File: config.mk
export PLATFORM = sky130hd
export DESIGN_NAME = vec_irq_ctrl
export DESIGN_NICKNAME = d
export VERILOG_FILES = /design/src/rtl/vic_pkg.sv /design/src/rtl/vic_capture.sv /design/src/rtl/vic_lowest.sv /design/src/rtl/vec_irq_ctrl.sv
export SDC_FILE = /design/constraint.sdc
export NUM_CORES = 1
export LEC_CHECK = 0
export ABC_AREA = 1
export CORE_MARGIN = 3
export CORE_UTILIZATION = 54
export DETAILED_ROUTE_END_ITERATION = 10
export PLACE_DENSITY = 0.89
export RECOVER_POWER = 50
export SETUP_SLACK_MARGIN = 0.4
export SLEW_MARGIN = 20
export SYNTH_ARGS = -nofsm -noshare
export SYNTH_HDL_FRONTEND = slang
export SYNTH_HIERARCHICAL = 1
export SYNTH_SLANG_ARGS = --single-unit
File: constraint.sdc
create_clock -name clk -period 2.9 [get_ports clk]
set_clock_uncertainty 0.05 [all_clocks]
set_input_delay 0.435 -clock clk [delete_from_list [all_inputs] [get_ports clk]]
set_output_delay 0.435 -clock clk [all_outputs]
set_load 0.05 [all_outputs]
File: src/rtl/vic_pkg.sv
package vic_pkg;

   localparam int unsigned WORD_W = 32;

   typedef enum logic [2:0] {
      RI_STATUS = 3'd0,
      RI_PEND   = 3'd1,
      RI_ENABLE = 3'd2,
      RI_ACK    = 3'd3,
      RI_SETEN  = 3'd4,
      RI_CLREN  = 3'd5,
      RI_VECTOR = 3'd6,
      RI_MASTER = 3'd7
   } reg_idx_e;

endpackage

File: src/rtl/vic_capture.sv
module vic_capture #(
   parameter int unsigned N_SRC = 32,
   parameter logic [31:0] KIND_MASK = 32'h0
) (
   input  logic             clk,
   input  logic             rst_n,
   input  logic [N_SRC-1:0] line_i,
   output logic [N_SRC-1:0] hit_o
);

   for (genvar g = 0; g < N_SRC; g++) begin : g_src
      if (KIND_MASK[g]) begin : g_edge
         logic prev_q;
         always_ff @(posedge clk or negedge rst_n) begin
            if (!rst_n) prev_q <= 1'b0;
            else        prev_q <= line_i[g];
         end
         assign hit_o[g] = line_i[g] & ~prev_q;
      end else begin : g_level
         assign hit_o[g] = line_i[g];
      end
   end

endmodule

File: src/rtl/vic_lowest.sv
module vic_lowest #(
   parameter int unsigned N_SRC = 32,
   localparam int unsigned IDX_W = (N_SRC > 1) ? $clog2(N_SRC) : 1
) (
   input  logic [N_SRC-1:0] req_i,
   output logic             found_o,
   output logic [IDX_W-1:0] idx_o
);

   always_comb begin
      idx_o = '0;
      for (int i = N_SRC - 1; i >= 0; i--) begin
         if (req_i[i]) idx_o = IDX_W'(i);
      end
   end

   assign found_o = |req_i;

endmodule

File: src/rtl/vec_irq_ctrl.sv
module vec_irq_ctrl
   import vic_pkg::*;
#(
   parameter int unsigned N_SRC = 32,
   parameter logic [31:0] KIND_MASK = 32'h0
) (
   input  logic             clk,
   input  logic             rst_n,
   input  logic             wr_en,
   input  logic             rd_en,
   input  logic [2:0]       reg_sel,
   input  logic [31:0]      wdata,
   output logic [31:0]      rdata,
   input  logic [N_SRC-1:0] irq_line,
   output logic             irq_req
);

   localparam int unsigned IDX_W = (N_SRC > 1) ? $clog2(N_SRC) : 1;

   if (N_SRC < 1 || N_SRC > WORD_W) begin : g_bad_count
      $error("vec_irq_ctrl: N_SRC must be 1..32");
   end
   if (N_SRC < WORD_W) begin : g_kind_chk
      if ((KIND_MASK >> N_SRC) != 32'h0) begin : g_bad_kind
         $error("vec_irq_ctrl: KIND_MASK has bits above N_SRC");
      end
   end

   logic [N_SRC-1:0] status_q, enable_q, hit, pend;
   logic [1:0]       master_q;
   logic             found;
   logic [IDX_W-1:0] low_idx;
   logic [N_SRC-1:0] wbits;
   reg_idx_e         sel;

   assign sel   = reg_idx_e'(reg_sel);
   assign wbits = wdata[N_SRC-1:0];

   vic_capture #(.N_SRC(N_SRC), .KIND_MASK(KIND_MASK)) cap_i (
      .clk    (clk),
      .rst_n  (rst_n),
      .line_i (irq_line),
      .hit_o  (hit)
   );

   assign pend = status_q & enable_q;

   vic_lowest #(.N_SRC(N_SRC)) low_i (
      .req_i   (pend),
      .found_o (found),
      .idx_o   (low_idx)
   );

   // status: line events win over an acknowledge in the same cycle
   always_ff @(posedge clk or negedge rst_n) begin
      if (!rst_n) begin
         status_q <= '0;
      end else begin
         if (wr_en && sel == RI_ACK) status_q <= (status_q & ~wbits) | hit;
         else                        status_q <= status_q | hit;
      end
   end

   always_ff @(posedge clk or negedge rst_n) begin
      if (!rst_n) begin
         enable_q <= '0;
         master_q <= 2'b00;
      end else if (wr_en) begin
         unique case (sel)
            RI_ENABLE: enable_q <= wbits;
            RI_SETEN:  enable_q <= enable_q | wbits;
            RI_CLREN:  enable_q <= enable_q & ~wbits;
            RI_MASTER: master_q <= wdata[1:0];
            default:   ;
         endcase
      end
   end

   logic [31:0] rd_mux;
   always_comb begin
      unique case (sel)
         RI_STATUS: rd_mux = 32'(status_q);
         RI_PEND:   rd_mux = 32'(pend);
         RI_ENABLE: rd_mux = 32'(enable_q);
         RI_VECTOR: rd_mux = found ? 32'(low_idx) : 32'hFFFF_FFFF;
         RI_MASTER: rd_mux = {30'd0, master_q};
         default:   rd_mux = 32'd0;
      endcase
   end

   always_ff @(posedge clk or negedge rst_n) begin
      if (!rst_n)     rdata <= 32'd0;
      else if (rd_en) rdata <= rd_mux;
   end

   assign irq_req = found & master_q[0] & master_q[1];

endmodule

==> results.cfg, run 1 <==
[die]
start_util_pct = 56.30
die_w_um = 110.7
ios = 104
core_um2 = 10510
die_y_um = 110.7
die_area_um2 = 12250
num_rows = 37

[worst_setup_path]
critPathSlowestCell = dfrtp_1
slowest_delay_ns = 0.39
worst_path_most_repeated_cell = nand2_1
path_buf_inv = 2
rrSetupSlack_ns = 0.34
path_class = register to register
start_kind = register
cp-end-kind = register
crit_required_ns = 3.10
path_max_fanout = 3
path_delay_family = simple AND/OR/NAND/NOR gates
arrival_ns = 2.76

[drt]
via_per_inst = 5.171
vias = 5543
drtIter0Drc = 482
firstDrtPassIters = 5
finalWirelength_mm = 14.42
wire_per_inst_um = 13.45
drc = 0
ant_nets = 0

[sta]
rsz0062_at_grt = yes
period_share_pct = 88.38
worst_pin_slew_ns = 1.233
hold_violations = 0
fmax_mhz = 390.1
relSlewSlack_pct = 17.82
drv_slew = 0
final-setup-viol-count = 0
post-route-min-period_ns = 2.563
holdWs_ns = 0.2626

[place]
placed_cells = 1053
globalplace.congestion = 0.9518
dp_hpwl_mm = 9.987
place_area_um2 = 6790
io_buffer_count = 103

[logic_synthesis]
yosysWarnings = 6
synth_cell_types = 35
syn-cell-area_um2 = 5917
synth_edf_count = 0
synthCells = 868
ys_async_sr_fraction_pct = 100.0
synth_top_cell_by_area = dfrtp_1
syn_nets = 939
ys.flop_type = dfrtp_1
ys_ff_latch = 98
synth.avg_cell_area_um2 = 6.817
ys_seq_area_share_pct = 41.45
ys_top_cells_by_area = dfrtp_1 (41%), nand2_1 (20%), inv_1 (8.2%), nand3_1 (5.3%), o21ai_0 (5.2%)
yosys.area.top_type_share_pct = 41.45

[clock_tree]
path_clk_slew_ns = 0.09
cts_buffers = 9
clockRootBuffer = clkbuf_8
clk_path_buf_depth = 2
clock_latency_ns = 0.37
cts_tree = yes
cts_htree_levels = 3
clock_sinks = 98
hold_buffers = 0

[layout]
antenna_cells = 0
fin_area_um2 = 6988
multi_input_area_um2 = 2485
finalNonFillerCells = 1072
fin_nets = 1002
drive_gt1_share_pct = 6.838
fill_cells = 904
register_area_um2 = 2452
area_delta_synth_final_pct = 18.10

[global_route]
grt_max_degree = 51
antenna_found_initial = 0
grt_pass1_vias = 5300
overflow = 0
grt_pass1_wl_mm = 24.77
grt_use_total_pct = 24.11

[outcome]
outcome = completed

[pwr]
worst_ir_drop_vdd_uv = 274.8
p_per_area_nw_per_um2 = 508.0
fin_total_pwr_mw = 3.550
p_leak_nw = 3.677

[flow_run]
drv_cap = 0

[min_path]
hold_path_class = input pin to async pin
## state kept, by name (all words and copies together) (netlist names)
register / cells
enable_q: 32
master_q: 2
rdata: 32
status_q: 32
## worst reg2reg max path, delay by kind of cell (launching register included)
family	cells	cell delay, ns
simple gates	34	1.80
flops	1	0.39
buf+inv	2	0.18
compound gates	1	0.05
## final timing paths
path | startpoint | to | depth (start not counted)
setup / recovery | status_q[28] | rdata[0] | 37
hold / removal | rst_n | rdata[23] | 1
setup reg to reg | status_q[28] | rdata[0] | 37
hold reg to reg | rdata[31] | rdata[31] | 2
max in group asynchronous | rst_n | enable_q[9] | 2
min in group clk | rdata[31] | rdata[31] | 2
## cells in the final DEF, fill, tap and decap left out, types with 2 or more instances in the layout
cell / count
nand2_1: 307
inv_1: 124
clkdlybuf4s50_1: 101
dfrtp_1: 98
nor2_1: 68
nand3_1: 63
o21ai_0: 61
nand4_1: 28
buf_4: 16
inv_2: 12
clkbuf_8: 10
o21ai_1: 4
clkbuf_1: 4
o21bai_1: 3
nor3_2: 3
nand2_2: 3
nor2_2: 3
o211ai_1: 3
clkinvlp_4: 3
clkbuf_2: 3
bufinv_8: 2
a21oi_1: 2
## report_power, final
group          internal [mW]  switching (mW)  total (mW)
clock                  0.335           0.464       0.799
combinational          0.418           0.720        1.14
sequential              1.51           0.100        1.61
total                   2.27            1.28        3.55
## routing by layer
metal  vias up  share of wire [%]  global-route usage, %
li1       2758                  -                      -
met1      2517                 43                  33.04
met2       246                 48                  38.96
met3        22                7.4                  4.094
met4         0                1.4                  8.210
met5         -                  0                      0
## synth_stat cells (all sizes together) (2+ instances only)
cell	n
clkbuf	11
o211ai	3
bufinv	2
nand4	29
nor3	3
nand2	311
a21oi	3
buf	59
dfrtp	98
nor2	73
nor4	2
o21ai	65
o21bai	3
inv	136
nand3	64
## layout make-up
cell class	count	area share (%)
Tap cell	136	2.435
Inverter	139	7.932
Clock inverter	4	0.3939
Sequential cell	98	35.09
Timing Repair Buffer	122	16.51
Clock buffer	12	2.077
Multi-Input combinational cell	561	35.56
## metrics by stage
| stage | TNS (ns) | setup slack [ns] | utilization, % |
|---|---|---|---|
| 3_3_place_gp | 0 | 0.4241 | 64.61 |
| 6_report | 0 | 0.3369 | 66.50 |
| 2_1_floorplan | 0 | 0.6162 | - |
| 3_5_place_dp | 0 | 0.3667 | 64.61 |
| 5_1_grt | -0.07629 | -0.07629 | 66.50 |
| 4_1_cts | 0 | 0.3680 | 66.64 |
## logic make-up after synthesis
group	Yosys count	synth area share, %
buffers and inverters	209	17.15
AOI/OAI and AO/OA	79	7.211
and+or+nand+nor	482	34.19
DFF	98	41.45
## repair_timing
action | 4_1_cts | 5_1_grt
setup endpoints to repair | 2 | 3
setup buffers | 2 | 1
resized for setup | 8 | 4
pin swaps | 1 | 0
endpoints found under the hold margin | 0 | 0
No activity file was read; power rests on OpenSTA's default activity.
==> inputs of run 2 (changes only) <==
Settings changed: MAX_ROUTING_LAYER set to met4.
==> run 2 against run 1 <==
  * Clock power grew 1%
  * Sequential power is essentially flat
  * Worst setup slack gained 0.023 ns
  * Worst hold slack lost 0.0033 ns
  * Sequential cell count is the same
  * Core utilization grew 0.56 points
  * Global-route usage grew 1.3 points
  * Design area grew 0.84%
  * Wire length grew 3.3%
  * First-iteration DRC count shrank 19%
  * Largest cell class unchanged
  * Largest power group unchanged
==> results.cfg, run 2 (same netlist as run 1, synthesis figures left out) <==
[drt]
vias = 5700
drc = 0
finalWirelength_mm = 14.89
drtIter0Drc = 391
via_per_inst = 5.292
wire_per_inst_um = 13.83
ant_nets = 0
firstDrtPassIters = 6

[worst_setup_path]
start_kind = register
path_class = register to register
path_max_fanout = 3
cp-end-kind = register
crit_required_ns = 3.11
arrival_ns = 2.75

[place]
placed_cells = 1054
place_area_um2 = 6798
place_ws_ns = 0.4178
globalplace.congestion = 0.9463
io_buffer_count = 103
dp_hpwl_mm = 10.31

[die]
core_um2 = 10510
num_rows = 37
start_util_pct = 56.30
die_area_um2 = 12250
die_y_um = 110.7
ios = 104
die_w_um = 110.7

[layout]
area_delta_synth_final_pct = 19.09
finalNonFillerCells = 1077
fill_cells = 928
register_area_um2 = 2452
layout_common_cells = nand2_1 (308), inv_1 (122), clkdlybuf4s50_1 (101)
multi_input_area_um2 = 2492
final_common_cell = nand2_1
reg_top3 = enable_q x32, rdata x32, status_q x32
fin_nets = 1007
fin_area_um2 = 7047
drive_gt1_share_pct = 7.545
antenna_cells = 0

[pwr]
worst_ir_drop_vdd_uv = 279.9
p_per_area_nw_per_um2 = 509.1
fin_total_pwr_mw = 3.587
p_leak_nw = 3.706

[clock_tree]
clock_latency_ns = 0.36
path_clk_slew_ns = 0.10
clock_sinks = 98
clk_path_buf_depth = 2
cts_tree = yes
hold_buffers = 0
cts_htree_levels = 3
clockRootBuffer = clkbuf_8
cts_buffers = 9

[sta]
final-setup-viol-count = 0
period_share_pct = 87.59
holdWs_ns = 0.2593
hold_violations = 0
drv_slew = 0
fmax_mhz = 393.7
worst_slack_ns = 0.3598
worst_pin_slew_ns = 1.230
relSlewSlack_pct = 18.02
rsz0062_at_grt = yes
post-route-min-period_ns = 2.540

[global_route]
grt_pass1_vias = 5382
grt_max_degree = 51
antenna_found_initial = 0
grt_pass1_wl_mm = 25.25
grt_use_total_pct = 25.38
overflow = 0

[min_path]
hold_path_class = input pin to async pin

[outcome]
outcome = completed

[flow_run]
drv_cap = 0
==> run 2: cell count changes in the layout (fill, tap and decap cells not counted), sizes merged <==
cell | before | now
clkbuf | 17 | 14
buf | 16 | 24
==> run 2: metrics by stage <==
| step | util (%) | setup TNS (ns) |
|---|---|---|
| CTS | 66.85 | 0 |
| finish | 67.06 | 0 |
| floorplan | - | 0 |
| detailed placement | 64.69 | 0 |
| global placement | 64.69 | 0 |
| global route | 67.06 | -0.05549 |
==> run 2: area by class of cell <==
class	instances	area share, %
multi-input combinational	561	35.37
clock inverter	4	0.3906
clock buffer	12	2.060
tap	136	2.415
inverter	139	7.866
timing repair buffer	127	17.10
sequential	98	34.80
==> run 2: worst max-delay path: stages (launching register included) <==
cell	delay [ns]
dfrtp_1	0.40
nand2_1	0.09
inv_2	0.04
nor2_1	0.12
inv_2	0.07
a311oi_1	0.26
o31ai_1	0.13
o21ai_1	0.15
nand2_1	0.07
nand2_1	0.06
nand2_1	0.04
nand2_1	0.06
nand2_1	0.04
nand2_1	0.06
nand2_1	0.07
a21oi_1	0.15
a211oi_1	0.09
nor2_1	0.12
nor2_1	0.06
nor2_1	0.11
nand3_1	0.08
nand2_1	0.06
nand2_1	0.05
==> run 2: worst paths after layout <==
path,to,from,slack [ns],depth (start not counted)
setup / recovery,rdata[1],enable_q[30],0.36,22
hold / removal,rdata[26],rst_n,0.26,1
setup reg to reg,rdata[1],enable_q[30],0.36,22
hold reg to reg,rdata[15],rdata[15],0.44,2
max in group asynchronous,enable_q[10],rst_n,0.77,2
min in group clk,rdata[15],rdata[15],0.44,2
==> run 2: metal layers <==
| layer | vias to the layer above | GRT usage (%) | share of wire, % |
|---|---|---|---|
| met5 | - | - | 0 |
| met4 | 0 | 8.128 | 1.7 |
| met3 | 31 | 5.568 | 8.3 |
| met2 | 290 | 41.02 | 48 |
| met1 | 2607 | 31.99 | 42 |
| li1 | 2772 | - | - |
==> run 2: timing repair <==
action | in CTS | in global routing
pin swaps | 4 | 4
buffers inserted | 4 | 3
endpoints found under the setup margin | 3 | 4
gates resized for setup | 8 | 7
==> run 2: report_power, final <==
group | total [mW] | internal (mW) | switching (mW)
Sequential | 1.62 | 1.51 | 0.102
Clock | 0.810 | 0.335 | 0.475
Combinational | 1.16 | 0.427 | 0.734
